**src/rtl/dsp_pkg.sv**
```systemverilog
package dsp_pkg;

  typedef enum logic {
    STYLE_INTEL = 1'b0,
    STYLE_MOTO  = 1'b1
  } bus_style_e;

  // Positions of the control lines in the synchroniser vector.
  localparam int unsigned CTL_PCLK = 0;
  localparam int unsigned CTL_REQ  = 1;
  localparam int unsigned CTL_SB   = 2;
  localparam int unsigned CTL_SA   = 3;
  localparam int unsigned CTL_W    = 4;

  // Idle levels: strobes high, request and port clock low.
  localparam logic [CTL_W-1:0] CTL_IDLE = 4'b1100;

  function automatic logic f_rise(input logic prev, input logic cur);
    return cur & ~prev;
  endfunction

  function automatic logic f_fall(input logic prev, input logic cur);
    return prev & ~cur;
  endfunction

  function automatic logic f_active(input logic level, input logic pol);
    return ~(level ^ pol);
  endfunction

  function automatic logic f_drive(input logic act, input logic pol);
    return act ? pol : ~pol;
  endfunction

endpackage

```
**src/rtl/dsp_sync.sv**
```systemverilog
module dsp_sync #(
  parameter int unsigned W      = 1,
  parameter int unsigned STAGES = 2,
  parameter logic [W-1:0] RST_VAL = '0
) (
  input  logic         clk,
  input  logic         rst_n,
  input  logic [W-1:0] d,
  output logic [W-1:0] q
);
  localparam int unsigned N = (STAGES < 1) ? 1 : STAGES;

  logic [N-1:0][W-1:0] stg;

  always_ff @(posedge clk or negedge rst_n) begin
    if (!rst_n) begin
      stg <= {N{RST_VAL}};
    end else begin
      stg[0] <= d;
      for (int i = 1; i < int'(N); i++) begin
        stg[i] <= stg[i-1];
      end
    end
  end

  assign q = stg[N-1];
endmodule

```
**src/rtl/dsp_edge.sv**
```systemverilog
module dsp_edge #(
  parameter int unsigned W = 1,
  parameter logic [W-1:0] RST_VAL = '0
) (
  input  logic         clk,
  input  logic         rst_n,
  input  logic [W-1:0] lvl,
  output logic [W-1:0] rise,
  output logic [W-1:0] fall
);
  import dsp_pkg::*;

  logic [W-1:0] prev;

  always_ff @(posedge clk or negedge rst_n) begin
    if (!rst_n) prev <= RST_VAL;
    else        prev <= lvl;
  end

  for (genvar i = 0; i < int'(W); i++) begin : g_bit
    assign rise[i] = f_rise(prev[i], lvl[i]);
    assign fall[i] = f_fall(prev[i], lvl[i]);
  end
endmodule

```
**src/rtl/dsp_proc_decode.sv**
```systemverilog
module dsp_proc_decode (
  input  logic style_moto,
  input  logic a_lvl,
  input  logic a_rise,
  input  logic a_fall,
  input  logic b_lvl,
  input  logic b_rise,
  output logic pop_ev,
  output logic push_ev,
  output logic rd_access
);
  import dsp_pkg::*;

  bus_style_e style;
  assign style = bus_style_e'(style_moto);

  always_comb begin
    pop_ev    = 1'b0;
    push_ev   = 1'b0;
    rd_access = 1'b0;
    unique case (style)
      STYLE_INTEL: begin
        // Separate active-low strobes: A reads, B writes.
        pop_ev    = a_fall;
        push_ev   = b_rise;
        rd_access = ~a_lvl;
      end
      STYLE_MOTO: begin
        // A is the data strobe, B the read/write line (high = read).
        pop_ev    = a_fall & b_lvl;
        push_ev   = a_rise & ~b_lvl;
        rd_access = ~a_lvl & b_lvl;
      end
      default: ;
    endcase
  end
endmodule

```
**src/rtl/dsp_dma_hs.sv**
```systemverilog
module dsp_dma_hs (
  input  logic clk,
  input  logic rst_n,
  input  logic en,
  input  logic tick,
  input  logic req_act,
  input  logic ready,
  output logic ack_act,
  output logic xfer
);
  logic ack_q;

  // A word moves on the port-clock edge that raises the acknowledge.
  assign xfer = en & tick & ~ack_q & req_act & ready;

  always_ff @(posedge clk or negedge rst_n) begin
    if (!rst_n) begin
      ack_q <= 1'b0;
    end else if (!en) begin
      ack_q <= 1'b0;
    end else if (tick) begin
      ack_q <= xfer;
    end
  end

  assign ack_act = ack_q;
endmodule

```
**src/rtl/dual_style_port.sv**
```systemverilog
module dual_style_port #(
  parameter int unsigned DATA_W      = 18,
  parameter int unsigned SYNC_STAGES = 2
) (
  input  logic              clk,
  input  logic              rst_n,
  input  logic              cfg_style_moto,
  input  logic              cfg_periph,
  input  logic              cfg_dir_rd,
  input  logic              cfg_req_pol,
  input  logic              cfg_ack_pol,
  input  logic              strb_a_i,
  input  logic              strb_b_i,
  output logic              strb_a_o,
  output logic              strb_b_o,
  output logic              strb_oe,
  input  logic              req_i,
  output logic              ack_o,
  input  logic              pclk_i,
  input  logic [DATA_W-1:0] bus_d_i,
  output logic [DATA_W-1:0] bus_d_o,
  output logic              bus_oe,
  input  logic [DATA_W-1:0] fifo_rd_data,
  input  logic              fifo_empty,
  input  logic              fifo_full,
  output logic              fifo_push,
  output logic              fifo_pop,
  output logic [DATA_W-1:0] fifo_wr_data
);
  import dsp_pkg::*;

  // Synchronised control lines and data.
  logic [CTL_W-1:0]  ctl_raw, ctl_s, ctl_rise, ctl_fall;
  logic [DATA_W-1:0] dat_s;

  assign ctl_raw[CTL_SA]   = strb_a_i;
  assign ctl_raw[CTL_SB]   = strb_b_i;
  assign ctl_raw[CTL_REQ]  = req_i;
  assign ctl_raw[CTL_PCLK] = pclk_i;

  dsp_sync #(.W(CTL_W), .STAGES(SYNC_STAGES), .RST_VAL(CTL_IDLE)) u_sync_ctl (
    .clk(clk), .rst_n(rst_n), .d(ctl_raw), .q(ctl_s)
  );

  dsp_sync #(.W(DATA_W), .STAGES(SYNC_STAGES), .RST_VAL('0)) u_sync_dat (
    .clk(clk), .rst_n(rst_n), .d(bus_d_i), .q(dat_s)
  );

  dsp_edge #(.W(CTL_W), .RST_VAL(CTL_IDLE)) u_edge (
    .clk(clk), .rst_n(rst_n), .lvl(ctl_s), .rise(ctl_rise), .fall(ctl_fall)
  );

  // Processor-role decode.
  logic pop_ev, push_ev, proc_rd;

  dsp_proc_decode u_dec (
    .style_moto(cfg_style_moto),
    .a_lvl(ctl_s[CTL_SA]),
    .a_rise(ctl_rise[CTL_SA]),
    .a_fall(ctl_fall[CTL_SA]),
    .b_lvl(ctl_s[CTL_SB]),
    .b_rise(ctl_rise[CTL_SB]),
    .pop_ev(pop_ev),
    .push_ev(push_ev),
    .rd_access(proc_rd)
  );

  // Peripheral-role handshake; events named for the checker.
  logic pclk_tick, req_act, hs_ready, ack_act, hs_xfer;

  assign pclk_tick = ctl_rise[CTL_PCLK];
  assign req_act   = f_active(ctl_s[CTL_REQ], cfg_req_pol);
  assign hs_ready  = cfg_dir_rd ? ~fifo_empty : ~fifo_full;

  dsp_dma_hs u_hs (
    .clk(clk), .rst_n(rst_n), .en(cfg_periph), .tick(pclk_tick),
    .req_act(req_act), .ready(hs_ready), .ack_act(ack_act), .xfer(hs_xfer)
  );

  // FIFO side.
  logic proc_push, proc_pop;
  assign proc_push = push_ev & ~fifo_full;
  assign proc_pop  = pop_ev & ~fifo_empty;

  assign fifo_push    = cfg_periph ? (hs_xfer & ~cfg_dir_rd) : proc_push;
  assign fifo_pop     = cfg_periph ? (hs_xfer &  cfg_dir_rd) : proc_pop;
  assign fifo_wr_data = dat_s;

  logic [DATA_W-1:0] dout_q;
  always_ff @(posedge clk or negedge rst_n) begin
    if (!rst_n)        dout_q <= '0;
    else if (fifo_pop) dout_q <= fifo_rd_data;
  end
  assign bus_d_o = dout_q;

  assign bus_oe = cfg_periph ? (ack_act & cfg_dir_rd) : proc_rd;

  // Strobe pins in the peripheral role.
  always_comb begin
    if (bus_style_e'(cfg_style_moto) == STYLE_MOTO) begin
      strb_a_o = ~ack_act;
      strb_b_o = cfg_dir_rd;
    end else begin
      strb_a_o = ~(ack_act & cfg_dir_rd);
      strb_b_o = ~(ack_act & ~cfg_dir_rd);
    end
  end

  assign strb_oe = cfg_periph;
  assign ack_o   = f_drive(ack_act, cfg_ack_pol);

endmodule

```
**config.mk**
```make
export PLATFORM = sky130hd
export DESIGN_NAME = dual_style_port
export DESIGN_NICKNAME = d
export VERILOG_FILES = /design/src/rtl/dsp_pkg.sv /design/src/rtl/dsp_sync.sv /design/src/rtl/dsp_edge.sv /design/src/rtl/dsp_proc_decode.sv /design/src/rtl/dsp_dma_hs.sv /design/src/rtl/dual_style_port.sv
export SDC_FILE = /design/constraint.sdc
export NUM_CORES = 1
export LEC_CHECK = 0
export CORE_MARGIN = 1
export CORE_UTILIZATION = 48
export CTS_CLUSTER_DIAMETER = 120
export CTS_CLUSTER_SIZE = 12
export DETAILED_ROUTE_END_ITERATION = 7
export MAX_ROUTING_LAYER = met4
export PLACE_DENSITY = 0.89
export SYNTH_ARGS = -nofsm -noshare
export SYNTH_HDL_FRONTEND = slang
export SYNTH_SLANG_ARGS = --single-unit
```
**constraint.sdc**
```tcl
create_clock -name clk -period 3.61 [get_ports clk]
set_input_delay 0.722 -clock clk [delete_from_list [all_inputs] [get_ports clk]]
set_output_delay 0.722 -clock clk [all_outputs]
set_load 0.01 [all_outputs]
```
-- Word-level counts from Yosys, hierarchy flattened
Index checks and enable logic that the tools add are counted.
- bits in registers: 67
- input bits: 49
- output and inout port bits: 43
- equal/unequal tests: 1
- multiplexer cells: 12
- bitwise gates (word level): 32
- operators with widths (cell ; number):
    1-bit bitwise AND ; 17
    1-bit NOT ; 14
    1-bit two-way mux ; 9
    1-bit case mux with 2 select lines ; 3
    2-bit by 1-bit != test with 1-bit output, second input constant ; 1
    1-bit bitwise XOR ; 1

-- Logic depth before layout (Yosys ltp)
- depth in word-level cells: 8
- gate-level depth with buffers: 5

-- Cells and area by module
A second synthesis with hierarchy kept.
- cells, all modules: 142
- area, all modules: 2322.2 um2
- modules (own cells, without submodules) (module ; instances ; sequential area each (um2) ; area an instance (um2) ; cells each):
    dsp_sync (u_sync_dat) ; 1 ; 900.9 ; 1036.0 ; 54
    dual_style_port ; 1 ; 450.4 ; 810.8 ; 52
    dsp_sync (u_sync_ctl) ; 1 ; 205.2 ; 235.2 ; 12
    dsp_edge ; 1 ; 102.6 ; 152.6 ; 12
    dsp_dma_hs ; 1 ; 25.0 ; 57.6 ; 6
    dsp_proc_decode ; 1 ; 0.0 ; 30.0 ; 6

-- Worst setup path after synthesis
Ideal clock, no wire load.
- kind: input to output
- start: input cfg_style_moto
- end: output bus_oe
- slack: 1353 ps
- stages on the path: 4
- path buffers: 2
- required time: 2888 ps
- arrival time: 1535 ps
- cell sequence: nor2b_1 buf_4 buf_2 o31ai_1
- cells in the longest elaborated chain, start to end: 3
- RTL lines (element ; RTL line ; RTL):
    start, declared ; dual_style_port.sv:7 ; input logic cfg_style_moto,
    1-bit NOT ; dsp_proc_decode.sv:21 ; unique case (style)
    1-bit case mux with 2 select lines * ; dsp_proc_decode.sv:21 ;
    1-bit two-way mux * ; dual_style_port.sv:96 ; assign bus_oe = cfg_periph ? (ack_act & cfg_dir_rd) : proc_rd;
    end, declared ; dual_style_port.sv:22 ; output logic bus_oe,
Mark *: on every way between the ends. The rest lies on a longest branch, timed or not.

-- Final worst setup path
- start: input cfg_periph
- end: output fifo_pop
- cells in the longest elaborated chain, start to end: 6
- RTL lines (element ; RTL line ; RTL):
    start, declared ; dual_style_port.sv:8 ; input logic cfg_periph,
    1-bit bitwise AND (4 in series) ; dsp_dma_hs.sv:14 ; assign xfer = en & tick & ~ack_q & req_act & ready;
    1-bit bitwise AND ; dual_style_port.sv:86 ; assign fifo_pop = cfg_periph ? (hs_xfer & cfg_dir_rd) : proc_pop;
    1-bit two-way mux * ; dual_style_port.sv:86 ;
    end, declared ; dual_style_port.sv:27 ; output logic fifo_pop,
Marks and branches as above.

==> metrics.md <==
| Metric | Value |
|---|---|
| Status | `finished clean` |
| Leak Pwr | `1.42 nW` |
| Area of the multi-input gates | `731 sq um` |
| # IOs | `92` |
| Die width | `76.1 um` |
| TritonCTS Buffers | `9` |
| Post-synth top flop | `dfrtp_1` |
| Maximum clock rate | `311 MHz` |
| CTS H-Tree Depth | `3` |
| Yosys cell types | `29` |
| Min-Delay Path Class | `reg2reg` |
| Antenna Cells | `0` |
| Hpwl dp | `3890 um` |
| Slew margin rel. | `38.6%` |
| Drt pass-1 iters | `4` |
| CTS tree | `yes` |
| Clk Latency, worst-skew pair | `330 ps` |
| Synth top cells by count | `dfrtp_1 (60), nand4_1 (36), buf_4 (20)` |
| DIE AREA | `5790 sq um` |
| Fin crit share | `89.1%` |
| Seq cells post-synth | `66` |
| Fillers | `367` |
| Combinational Power Share | `19.3%` |
| First-pass GRT wire length | `9800 um` |
| Synth async-reset ratio | `100%` |
| Synth Warn # | `0` |
| Worst-path fanout max | `8` |
| RSZ-0062 raised after global routing | `no` |
| Yosys top cell area share | `57.0%` |
| EDFF count, synth | `0` |
| Worst Setup End Kind | `output port` |
| Post-route setup TNS | `0 ps` |
| Die Y | `76.1 um` |
| Skew final | `6.69 ps` |
| P_int | `1.34 mW` |
| Post-DRT Antenna Nets | `0` |
| Hold Vio Cnt, Final | `0` |
| Initial DRC count | `208` |
| VDD IR max | `0.299 mV` |
| Minimum clock period | `3220 ps` |
| Avg Cell Area, Syn | `13.2 sq um` |
| Sequential Power Share | `47.5%` |
| Setup violations, final | `0` |
| Clock power frac | `33.2%` |
| Reg2reg path depth | `3` |
| Postcts setup bufs | `0` |
| Routed WL per cell | `17.1 um` |
| Post-Syn Instances | `200` |
| Post-layout nets | `323` |
| Final WL | `5960 um` |
| Vias in the first global route | `2068` |
| Setup CP Type | `in2out` |
| Register Area | `1660 sq um` |
| Sw Pwr | `481 uW` |
| Vias per cell | `5.73` |
| Syn Std Cell Area | `2640 sq um` |
| Net Sw Frac | `26.4%` |
| Arr. time, crit path | `2490 ps` |
| Core area | `5200 sq um` |
| GRT Total Usage | `22.7%` |
| Residual DRC | `0` |
| Cell taking the most area after synthesis | `dfrtp_1` |
| Crit path launch type | `input pin` |
| Clk sink count | `66` |
| Largest net degree at the start of global routing | `35` |
| Antenna violations before repair | `0` |
| GPL Wtd Cong | `0.909` |
| Layout cells sized above 1 | `16.1%` |
| Slew of the pin with the lowest slew margin | `921 ps` |
| Grt total ovfl | `0` |
| Power Density | `500 nW/um^2` |
| Clk slew on worst S/H paths | `70 ps` |
| Most instantiated library cell after synthesis | `dfrtp_1` |
| Synth Net Count | `249` |
| Via total after detailed routing | `2001` |
| Sequential share of the synthesized area | `62.9%` |
| Site row count | `26` |
| Final Max Tran Viols | `0` |
| Port Buffers | `91` |
| WP data required | `2890 ps` |
| Total power | `1.82 mW` |
| Layout Area Growth over Synthesis | `38.4%` |
| Starting density of the core | `50.6%` |
| Root buf cell | `clkbuf_8` |
| Max-cap violations | `0` |
| CTS Hold Bufs | `0` |
| Post-CTS sizing | `0` |
| Top cells by area, synth | `dfrtp_1 (57%), nand4_1 (8.5%), dfstp_2 (6.0%)` |
| Worst hold path depth | `0` |
| CTS Buffer Depth | `2` |
[kinds of logic (layout without fill, tap and decap cells)]
family                 after synthesis  count (layout)  synth area share [%]
AO/OA/AOI/OAI                       43              43                  14.3
XOR/XNOR                             2               2                 0.665
buffers and inverters               38             117                  9.44
flip-flops                          66              66                  62.9
AND/OR/NAND/NOR                     51              51                  12.6
[sequential cells by signal (all words and copies together), names as in the netlist]
name and cells:
u_sync_ctl.stg 4, u_sync_dat.stg 18, bus_d_o 18, u_hs.ack_act 1, u_sync_ctl.q 4, u_sync_dat.q 18
u_edge.prev 3
[routing by layer]
layer,global-route usage (%),wire (um)
met5,-,0
met4,13.3,169
met3,4.07,386
met2,36.4,2940
met1,27.1,2460
[worst max-delay path: stages]
cell             delay [ps]
clkdlybuf4s50_1         620
and4bb_1                290
and3_1                  190
a31o_2                  110
clkdlybuf4s50_1         560
[cells in the final DEF (no fill, tap or decap), types with 2 or more instances in the layout]
master,instances
clkdlybuf4s50_1,90
dfrtp_1,60
nand4_1,36
o211ai_1,19
o31ai_1,9
o31ai_2,9
clkbuf_8,9
buf_4,9
dfstp_2,6
clkinv_2,3
o21bai_1,2
xnor2_1,2
nand2b_1,2
nand3_1,2
clkinv_4,2
[power by group through the flow]
stage | Combinational [mW] | Clock (mW) | Sequential (mW)
6_report | 0.351 | 0.605 | 0.867
5_1_grt | 0.376 | 0.643 | 0.874
4_1_cts | 0.354 | 0.614 | 0.866
3_5_place_dp | 0.352 | 0 | 0.879
3_3_place_gp | 0.343 | 0 | 0.876
2_1_floorplan | 0.128 | 0 | 0.890
[worst paths after layout]
path	to	slack [ps]	start
hold / removal	u_sync_dat.q[16]$_DFF_PN0_	350	u_sync_dat.stg[16]$_DFF_PN0_
setup reg to reg	bus_d_o[3]$_DFFE_PN0P_	1700	u_edge.prev[3]$_DFF_PN1_
max in group asynchronous	u_sync_ctl.stg[2]$_DFF_PN1_	2260	rst_n
hold reg to reg	u_sync_dat.q[16]$_DFF_PN0_	350	u_sync_dat.stg[16]$_DFF_PN0_
setup / recovery	fifo_pop	390	cfg_periph
min in group asynchronous	bus_d_o[17]$_DFFE_PN0P_	420	rst_n
[area by class of cell]
class / instances / share of cell area [%]
Sequential cell: 66 / 45.5
Timing Repair Buffer: 100 / 26.7
Multi-Input combinational cell: 96 / 20.0
Clock buffer: 9 / 3.40
Tap cell: 70 / 2.40
Clock inverter: 7 / 1.92
Inverter: 1 / 0.103
[through the flow]
stage	utilization [%]	hold slack [ps]	std cells	cell area (sq um)	worst slack, ps
2_1_floorplan	-	331	200	2640	1350
3_3_place_gp	66.4	332	333	3450	464
3_5_place_dp	66.4	336	333	3450	427
4_1_cts	70.1	350	349	3650	404
5_1_grt	70.1	359	349	3650	315
6_report	70.1	349	349	3650	395
Note: power is estimated with default switching activity, not from simulation.
